===== src/rtl/xp_pkg.sv =====
package xp_pkg;
  localparam int LANES  = 8;
  localparam int LIDX_W = 3;

  typedef struct packed {
    logic              off;
    logic [LIDX_W-1:0] src;
  } xp_entry_t;
endpackage


===== src/rtl/xp_slice.sv =====
module xp_slice
  import xp_pkg::*;
(
  input  logic              clk_i,
  input  logic              rst_ni,
  input  logic              cs_i,
  input  logic [LIDX_W-1:0] in_idx_i,
  input  logic [LIDX_W-1:0] out_idx_i,
  input  logic              off_i,
  input  logic              cfg_i,
  input  logic              clr_i,
  input  logic              clr_off_i,
  input  logic [LANES-1:0]  din_i,
  output logic [LANES-1:0]  dout_o,
  output logic [LANES-1:0]  den_o
);
  xp_entry_t [LANES-1:0] ld_q;
  xp_entry_t [LANES-1:0] cfg_q;

  always_ff @(posedge clk_i or negedge rst_ni) begin
    if (!rst_ni) begin
      for (int k = 0; k < LANES; k++) begin
        ld_q[k]  <= '{off: 1'b1, src: '0};
        cfg_q[k] <= '{off: 1'b1, src: '0};
      end
    end else if (clr_i) begin
      for (int k = 0; k < LANES; k++) begin
        ld_q[k]  <= '{off: clr_off_i, src: '0};
        cfg_q[k] <= '{off: clr_off_i, src: '0};
      end
    end else begin
      if (cfg_i) cfg_q <= ld_q;
      if (cs_i)  ld_q[out_idx_i] <= '{off: off_i, src: in_idx_i};
    end
  end

  always_comb begin
    for (int k = 0; k < LANES; k++) begin
      den_o[k]  = !cfg_q[k].off;
      dout_o[k] = cfg_q[k].off ? 1'b0 : din_i[cfg_q[k].src];
    end
  end


  cfg_hold_chk: assert property (@(posedge clk_i) disable iff (!rst_ni)
    (!cfg_i && !clr_i) |=> $stable(cfg_q));
endmodule


===== src/rtl/xp_decode.sv =====
module xp_decode
  import xp_pkg::*;
#(
  parameter int N_COL  = 3,
  parameter int N_ROW  = 4,
  parameter int COLF_W = 2,
  parameter int ROWF_W = 2,
  localparam int SRC_W = COLF_W + LIDX_W,
  localparam int DST_W = ROWF_W + LIDX_W
) (
  input  logic              clk_i,
  input  logic              rst_ni,
  input  logic              wr_i,
  input  logic [SRC_W-1:0]  src_i,
  input  logic [DST_W-1:0]  dst_i,
  input  logic              en_i,
  input  logic              clr_mode_off_i,
  output logic [N_ROW-1:0]  row_cs_o,
  output logic [N_COL-1:0]  col_off_o,
  output logic [N_COL-1:0]  clr_off_o,
  output logic [LIDX_W-1:0] loc_in_o,
  output logic [LIDX_W-1:0] loc_out_o
);
  logic [COLF_W-1:0] src_col;
  logic [ROWF_W-1:0] dst_row;
  logic              col_ok;

  assign src_col   = src_i[SRC_W-1:LIDX_W];
  assign dst_row   = dst_i[DST_W-1:LIDX_W];
  assign loc_in_o  = src_i[LIDX_W-1:0];
  assign loc_out_o = dst_i[LIDX_W-1:0];
  assign col_ok    = 32'(src_col) < N_COL;

  for (genvar r = 0; r < N_ROW; r++) begin : g_row
    assign row_cs_o[r] = wr_i && (32'(dst_row) == r);
  end

  // unselected columns are written disabled so one slice owns each bus
  for (genvar c = 0; c < N_COL; c++) begin : g_col
    assign col_off_o[c] = !en_i || !col_ok || (32'(src_col) != c);
    // broadcast clear: only column 0 stays on, keeping the bus single-driver
    assign clr_off_o[c] = clr_mode_off_i || (c != 0);
  end


  one_col_chk: assert property (@(posedge clk_i) disable iff (!rst_ni)
    wr_i |-> $onehot0(~col_off_o));


  oor_src_chk: assert property (@(posedge clk_i) disable iff (!rst_ni)
    (wr_i && (32'(src_col) >= N_COL)) |-> (&col_off_o));
endmodule


===== src/rtl/xp_bus_merge.sv =====
module xp_bus_merge #(
  parameter int N_DRV = 3,
  parameter int LANES = 8
) (
  input  logic                   clk_i,
  input  logic                   rst_ni,
  input  logic [N_DRV*LANES-1:0] dat_i,
  input  logic [N_DRV*LANES-1:0] en_i,
  output logic [LANES-1:0]       bus_o,
  output logic [LANES-1:0]       drv_o,
  output logic [LANES-1:0]       contend_o
);
  always_comb begin
    for (int l = 0; l < LANES; l++) begin
      bus_o[l]     = 1'b0;
      drv_o[l]     = 1'b0;
      contend_o[l] = 1'b0;
      for (int d = 0; d < N_DRV; d++) begin
        if (en_i[d*LANES+l]) begin
          contend_o[l] = contend_o[l] | drv_o[l];
          drv_o[l]     = 1'b1;
          bus_o[l]     = bus_o[l] | dat_i[d*LANES+l];
        end
      end
    end
  end


  no_contend_chk: assert property (@(posedge clk_i) disable iff (!rst_ni)
    contend_o == '0);
endmodule


===== src/rtl/xp_fabric_ctrl.sv =====
module xp_fabric_ctrl
  import xp_pkg::*;
#(
  parameter int N_COL = 3,
  parameter int N_ROW = 4,
  localparam int COLF_W = (N_COL > 1) ? $clog2(N_COL) : 1,
  localparam int ROWF_W = (N_ROW > 1) ? $clog2(N_ROW) : 1,
  localparam int SRC_W  = COLF_W + LIDX_W,
  localparam int DST_W  = ROWF_W + LIDX_W,
  localparam int N_IN   = N_COL * LANES,
  localparam int N_OUT  = N_ROW * LANES
) (
  input  logic             clk_i,
  input  logic             rst_ni,
  input  logic             req_valid_i,
  input  logic [SRC_W-1:0] req_src_i,
  input  logic [DST_W-1:0] req_dst_i,
  input  logic             req_en_i,
  input  logic             commit_i,
  input  logic             clear_i,
  input  logic             clear_off_i,
  input  logic [N_IN-1:0]  data_i,
  output logic [N_OUT-1:0] data_o,
  output logic [N_OUT-1:0] drive_o,
  output logic [N_OUT-1:0] contend_o
);
  logic [N_ROW-1:0]  row_cs;
  logic [N_COL-1:0]  col_off;
  logic [N_COL-1:0]  clr_off;
  logic [LIDX_W-1:0] loc_in;
  logic [LIDX_W-1:0] loc_out;

  xp_decode #(
    .N_COL (N_COL),
    .N_ROW (N_ROW),
    .COLF_W(COLF_W),
    .ROWF_W(ROWF_W)
  ) u_dec (
    .clk_i         (clk_i),
    .rst_ni        (rst_ni),
    .wr_i          (req_valid_i),
    .src_i         (req_src_i),
    .dst_i         (req_dst_i),
    .en_i          (req_en_i),
    .clr_mode_off_i(clear_off_i),
    .row_cs_o      (row_cs),
    .col_off_o     (col_off),
    .clr_off_o     (clr_off),
    .loc_in_o      (loc_in),
    .loc_out_o     (loc_out)
  );

  for (genvar r = 0; r < N_ROW; r++) begin : g_row
    logic [N_COL*LANES-1:0] r_dat;
    logic [N_COL*LANES-1:0] r_en;

    for (genvar c = 0; c < N_COL; c++) begin : g_col
      xp_slice u_slice (
        .clk_i    (clk_i),
        .rst_ni   (rst_ni),
        .cs_i     (row_cs[r]),
        .in_idx_i (loc_in),
        .out_idx_i(loc_out),
        .off_i    (col_off[c]),
        .cfg_i    (commit_i),
        .clr_i    (clear_i),
        .clr_off_i(clr_off[c]),
        .din_i    (data_i[c*LANES +: LANES]),
        .dout_o   (r_dat[c*LANES +: LANES]),
        .den_o    (r_en[c*LANES +: LANES])
      );
    end

    xp_bus_merge #(
      .N_DRV(N_COL),
      .LANES(LANES)
    ) u_merge (
      .clk_i    (clk_i),
      .rst_ni   (rst_ni),
      .dat_i    (r_dat),
      .en_i     (r_en),
      .bus_o    (data_o[r*LANES +: LANES]),
      .drv_o    (drive_o[r*LANES +: LANES]),
      .contend_o(contend_o[r*LANES +: LANES])
    );
  end


  bcast_clear_chk: assert property (@(posedge clk_i) disable iff (!rst_ni)
    (clear_i && !clear_off_i) |=> (&drive_o));


  off_clear_chk: assert property (@(posedge clk_i) disable iff (!rst_ni)
    (clear_i && clear_off_i) |=> (drive_o == '0));
endmodule


===== config.mk =====
export PLATFORM = sky130hd
export DESIGN_NAME = xp_fabric_ctrl
export DESIGN_NICKNAME = d
export VERILOG_FILES = /design/src/rtl/xp_pkg.sv /design/src/rtl/xp_slice.sv /design/src/rtl/xp_decode.sv /design/src/rtl/xp_bus_merge.sv /design/src/rtl/xp_fabric_ctrl.sv
export SDC_FILE = /design/constraint.sdc
export NUM_CORES = 1
export LEC_CHECK = 0
export BUFFER_PORTS_ARGS = -buffer_cell sky130_fd_sc_hd__buf_2
export CAP_MARGIN = 20
export CORE_ASPECT_RATIO = 1.2
export CORE_UTILIZATION = 30
export DETAILED_ROUTE_END_ITERATION = 10
export PLACE_DENSITY = 0.52
export SYNTH_ARGS = -nofsm -noshare
export SYNTH_HDL_FRONTEND = slang
export SYNTH_HIERARCHICAL = 1
export SYNTH_SLANG_ARGS = --single-unit

===== constraint.sdc =====
create_clock -name clk_i -period 1.7 [get_ports clk_i]
set_input_delay 0.255 -clock clk_i [delete_from_list [all_inputs] [get_ports clk_i]]
set_output_delay 0.255 -clock clk_i [all_outputs]
set_load 0.005 [all_outputs]

Word level (Yosys, flattened, before mapping)
Index checks and enable logic that the tools add are counted.
{ "classes": {"eq_ne": 5, "reduce_logical": 18, "n_mux": 574, "magnitude_cmp": 99, "bitwise_logic": 96} }
{ "op_table": {"columns": ["cell", "n"], "rows": [
  ["$mux W32", 48],
  ["$mux W1", 416],
  ["$lt A3 B4 Y1 const B", 97],
  ["$bwmux W32", 12],
  ["$bmux W1 S3", 96],
  ["$or A1 B1 Y1", 96],
  ["$demux W4 S3", 1],
  ["$reduce_bool A2 Y1", 6],
  ["$logic_and A1 B1 Y1", 5],
  ["$eq A2 B2 Y1 const B", 2],
  ["$logic_or A1 B1 Y1", 4],
  ["$mux W4", 1],
  ["$ge A3 B1 Y1 const B", 1],
  ["$eq A2 B1 Y1 const B", 1],
  ["$logic_not A1 Y1", 2],
  ["$logic_not A2 Y1", 1],
  ["$lt A2 B2 Y1 const B", 1],
  ["$ne A2 B1 Y1 const B", 1],
  ["$ne A2 B2 Y1 const B", 1]
]} }
{ "totals": {"out_inout_bits": 96, "in_bits": 41, "register_bits": 768, "wordCells": 1176} }

Longest topological paths before layout
{ "logic_depth": {"ltp_word": 7, "depth_mapped": 6, "ltp_nobuf": 5} }

Cells and area by module
The synthesis kept the hierarchy.
{ "modules_own_cells": {"columns": ["module", "area_per_inst_um2", "seq_area_each_um2", "cells_per_inst", "instances"], "rows": [
  ["xp_slice", 3306.9, 1621.6, 290, 12],
  ["xp_bus_merge", 240.2, 0.0, 32, 4],
  ["xp_decode", 126.4, 0.0, 17, 1]
]} }

Worst setup path after synthesis
Ideal clock, no wire load.
{ "synth_timing": {"path_kind": "reg2out", "from": "reg g_row[0].g_col[0].u_slice/cfg_q[1] in the netlist's numbering", "to": "out data_o[0]", "setup_slack_ns": 0.044, "stages_incl_launch_ff": 6, "required_ns": 1.445, "n_path_buf": 0, "t_arrival_ns": 1.401, "path_cell_list": "dfrtp_1 > mux4_2 > nor2_1 > a311oi_1 > a222oi_1 > inv_1"} }
{ "synth_between": {"elab_chain_cells": 7} }
{ "synth_rtl": {"columns": ["item", "line", "rtl"], "rows": [
  ["from (decl)", "xp_slice.sv:18", "xp_entry_t [LANES-1:0] cfg_q;"],
  ["from (signal, indexed assignment)", "xp_slice.sv:24", "cfg_q[k] <= '{off: 1'b1, src: '0};"],
  ["from (signal, indexed assignment)", "xp_slice.sv:29", "cfg_q[k] <= '{off: clr_off_i, src: '0};"],
  ["from (signal assigned)", "xp_slice.sv:32", "if (cfg_i) cfg_q <= ld_q;"],
  ["$bmux W1 S3 (*)", "xp_slice.sv:40", "dout_o[k] = cfg_q[k].off ? 1'b0 : din_i[cfg_q[k].src];"],
  ["$mux W1 (implied by the code) (*)", "xp_slice.sv:40", null],
  ["via g_row[0].r_dat[0]", "xp_fabric_ctrl.sv:54", "logic [N_COL*LANES-1:0] r_dat;"],
  ["$mux W1 (*)", "xp_bus_merge.sv:19", "if (en_i[d*LANES+l]) begin"],
  ["$or A1 B1 Y1", "xp_bus_merge.sv:22", "bus_o[l] = bus_o[l] | dat_i[d*LANES+l];"],
  ["$mux W1 (*)", "xp_bus_merge.sv:19", null],
  ["$or A1 B1 Y1", "xp_bus_merge.sv:22", null],
  ["$mux W1 (*)", "xp_bus_merge.sv:19", null],
  ["to (decl)", "xp_fabric_ctrl.sv:23", "output logic [N_OUT-1:0] data_o,"]
]} }
The timed path passes the listed nets; every way through them passes the cells marked *. The select of a mux whose other input is x is not followed.

Worst setup path in the final report
{ "layout_timing": {"from": "reg g_row[3].g_col[0].u_slice/cfg_q[5] in the netlist's numbering", "to": "out data_o[25]"} }
{ "layout_between": {"elab_chain_cells": 7} }
{ "layout_rtl": {"columns": ["item", "line"], "rows": [
  ["from (decl)", "xp_slice.sv:18"],
  ["from (signal, indexed assignment)", "xp_slice.sv:24"],
  ["from (signal, indexed assignment)", "xp_slice.sv:29"],
  ["from (signal assigned)", "xp_slice.sv:32"],
  ["$bmux W1 S3 (*)", "xp_slice.sv:40"],
  ["$mux W1 (implied by the code) (*)", "xp_slice.sv:40"],
  ["via g_row[3].r_dat[1]", "xp_fabric_ctrl.sv:54"],
  ["$mux W1 (*)", "xp_bus_merge.sv:19"],
  ["$or A1 B1 Y1", "xp_bus_merge.sv:22"],
  ["$mux W1 (*)", "xp_bus_merge.sv:19"],
  ["$or A1 B1 Y1", "xp_bus_merge.sv:22"],
  ["$mux W1 (*)", "xp_bus_merge.sv:19"]
]} }
Marked as above.

==> run_results.csv <==
group,metric,value,unit
drt,drcViolationCount,0,
sta,hold_violations,0,
yosys,ys_seq_area_share,47.7,%
drt,wl,135,mm
clocking,clock-sinks,768,
yosys,async_flop_share,100,%
yosys,yosysTopAreaCellShare,35.4,%
status,violations,"max-slew violations, negative setup slack",
yosys,syn_avg_cell_area,11.2,µm²
sta,maxSlewHeadroom,-12.8,%
global_routing,grt_use_total,19.5,%
global_routing,grt-ovfl-total,0,
sta,finalWorstSetupSlack,-1.43,ns
yosys,synth_cells,3625,
drt,post_drt_wl_per_cell,22.2,µm
clocking,numCtsBuffers,81,
sta,timing.final.crit_share,184,%
power_and_ir_drop,p_leak,24.5,nW
worst_setup_path,worst-setup-path-type,"reg -> out",
final_layout,layout-drive-gt1-share,37.2,%
yosys,postSynth.topFlopCell,"dfrtp_1",
floorplan,pin_count,137,
sta,tns,-59.87,ns
worst_setup_path,startpoint_type,"register",
place,io_buffer_count,136,
global_routing,grt_first_pass_wirelength,205,mm
drt,drtAntennaViolNets,0,
yosys,synth-seq-cells,768,
clocking,cts_buffer_depth,3,
clocking,htreeDepth,3,
hold_path,min_path_type,"in -> reg",
worst_setup_path,crit_family,"compound AO/OA/AOI/OAI gates",
clocking,clk_pin_slew,0.07,ns
yosys,synth_top_cell_by_area,"dfrtp_1",
status,run_status,"finished, violations left",
sta,skew,0.0228,ns
power_and_ir_drop,vdd.ir_drop.worst,0.000768,V
floorplan,start_util,30.4,%
sta,worstMarginPinSlew,1.69,ns
yosys,syn_area,40800,µm²
final_layout,syn_to_final_growth,29.2,%
final_layout,final_area,52700,µm²
floorplan,core_area,134000,µm²
yosys,synth_top_cells_by_area,"dfrtp_1 (35%), mux2i_1 (21%), dfstp_2 (12%)",
global_routing,grt_pass1_vias,31800,
worst_setup_path,cp_slowest_cell,"a222oi_1",
place,place_ws,-0.994,ns
flow_run,drv_cap,0,
worst_setup_path,cp.arrival,2.87,ns
clocking,root_buffer,"clkbuf_16",
floorplan,die_h,406,µm
floorplan,die_area,137000,µm²
floorplan,row_count,147,
worst_setup_path,endpoint_kind,"output port",
yosys,ys_types,31,
worst_setup_path,crit_chain,"mux4_2 -> nor2_2 -> a311oi_2 -> a222oi_1 -> buf_4 -> inv_2 -> buf_2",
sta,slew_violations,34,
sta,setup_viol_count_final,96,
clocking,cts_tree,"built",
worst_setup_path,crit_path_max_incr_delay,0.66,ns
drt,viasPerCell,5.04,
place,place.gp.congestion,0.841,
floorplan,die_w,339,µm
drt,initialDrtViolationCount,1907,
clocking,clock_latency,0.68,ns
yosys,synth-edff-count,0,
place,hpwl,92.3,mm
sta,final.min_clock_period,3.13,ns
place,postPlaceCellArea,48500,µm²
worst_setup_path,path_buf_inv,3,
worst_setup_path,cp_max_fo,2,
power_and_ir_drop,powerDensity,860,nW/µm²
worst_setup_path,reg2reg_slack,0.67,ns
global_routing,antenna_found_initial,1,
final_layout,fin_nets,4257,
yosys,yosys_warnings,6,
worst_setup_path,worstPathRequired,1.44,ns
sta,grt_setup_unrepaired,"true",
sta,max_freq,320,MHz
drt,vias,30600,
global_routing,grt_max_degree,91,
drt,drt_first_pass_iters,7,
==> cells in the final DEF (no fill, tap or decap), types with 18 or more instances in the layout <==
master | Yosys | routed
a222oi_1 | 32 | 32
or3_4 | 0 | 23
nand4b_1 | 36 | 36
mux2_2 | 96 | 95
clkbuf_16 | 0 | 82
dfstp_2 | 192 | 192
a311oi_2 | 0 | 30
buf_2 | 120 | 81
mux4_2 | 96 | 96
o31ai_1 | 96 | 76
inv_1 | 224 | 141
inv_2 | 12 | 85
a21oi_1 | 180 | 180
buf_6 | 12 | 118
clkbuf_8 | 0 | 25
mux2i_1 | 864 | 863
buf_4 | 21 | 499
nor2_1 | 684 | 646
nor2_2 | 0 | 32
maj3_2 | 0 | 32
buf_12 | 0 | 100
o31ai_2 | 0 | 18
nor4bb_1 | 24 | 24
dfrtp_1 | 576 | 571
a311oi_1 | 96 | 60
==> metrics by stage <==
step,power [mW],hold slack [ns],instances,utilization (%)
2_1_floorplan,22.5,-0.0406,3626,-
3_3_place_gp,26.0,0.0977,5921,36.2
3_5_place_dp,26.0,0.0968,5921,36.2
4_1_cts,45.7,0.0905,6072,38.9
5_1_grt,46.9,0.125,6072,39.2
6_report,45.3,0.141,6073,39.2
==> layer usage <==
| metal | share of wire (%) | track usage, % | wire (µm) |
|---|---|---|---|
| met1 | 44 | 25.2 | 58800 |
| met3 | 4.0 | 2.28 | 5370 |
| met4 | 3.3 | 6.90 | 4420 |
| met2 | 49 | 33.5 | 66400 |
| met5 | 0 | 0 | 0 |
==> path summary, 6_finish.rpt <==
kind	start	end	depth (start not counted)
max in group asynchronous	rst_ni	g_row[2].g_col[0].u_slice/cfg_q[15]	4
max	g_row[3].g_col[0].u_slice/cfg_q[5]	data_o[25]	7
min	commit_i	g_row[2].g_col[2].u_slice/cfg_q[30]	4
min reg2reg	g_row[3].g_col[2].u_slice/ld_q[0]	g_row[3].g_col[2].u_slice/cfg_q[0]	2
min in group asynchronous	rst_ni	g_row[0].g_col[2].u_slice/ld_q[19]	2
max reg2reg	g_row[3].g_col[0].u_slice/cfg_q[19]	g_row[3].g_col[0].u_slice/cfg_q[19]	4
==> synthesized netlist by cell type (all sizes together), types with 12 or more instances <==
master and count:
o31ai 96, nor2 684, mux4 96, a311oi 96, buf 177, nand4 12
dfstp 192, mux2 96, nand4b 36, nor4bb 24, dfrtp 576, nor4b 12
clkbuf 120, maj3 32, and4bb 12, or3 32, a21oi 192, mux2i 864
a222oi 32, inv 236
==> repair_timing <==
| item | CTS | global route |
|---|---|---|
| pin swaps | 76 | 65 |
| buffers inserted | 11 | 12 |
| endpoints found under the setup margin | 96 | 96 |
| hold buffers | 3 | 0 |
| endpoints found under the hold margin | 586 | 0 |
| resized for setup | 290 | 100 |
==> sequential cells by signal (all words and copies together) (netlist names) <==
| register | cells |
|---|---|
| g_row.g_col.u_slice/cfg_q | 384 |
| g_row.g_col.u_slice/ld_q | 384 |
==> area by class of cell <==
cell class / instances / area, µm²
antenna: 1 / 2.50
clock buffer: 124 / 2460
clock inverter: 27 / 364
fill: 13100 / 81600
inverter: 236 / 911
multi-input combinational: 2325 / 19700
sequential: 768 / 19500
tap: 1788 / 2240
timing repair buffer: 804 / 7560
==> kinds of logic after synthesis <==
| family | synth area share (%) |
|---|---|
| compound gates | 7.08 |
| fa+ha+maj | 0.786 |
| buf+inv | 5.69 |
| flops | 47.7 |
| mux | 29.2 |
| other cells | 0.00920 |
| simple gates | 9.54 |
==> tightest hold or removal path, cell delays in order <==
cell and delay, ns:
buf_8 0.13, buf_4 0.22, mux2i_1 0.09, nor2_1 0.07
==> report_power, final <==
| part | switching [mW] | internal, mW |
|---|---|---|
| combinational | 3.88 | 2.97 |
| sequential | 0.318 | 19.1 |
| clock | 7.95 | 11.1 |
Note: power is estimated with default switching activity, not from simulation.
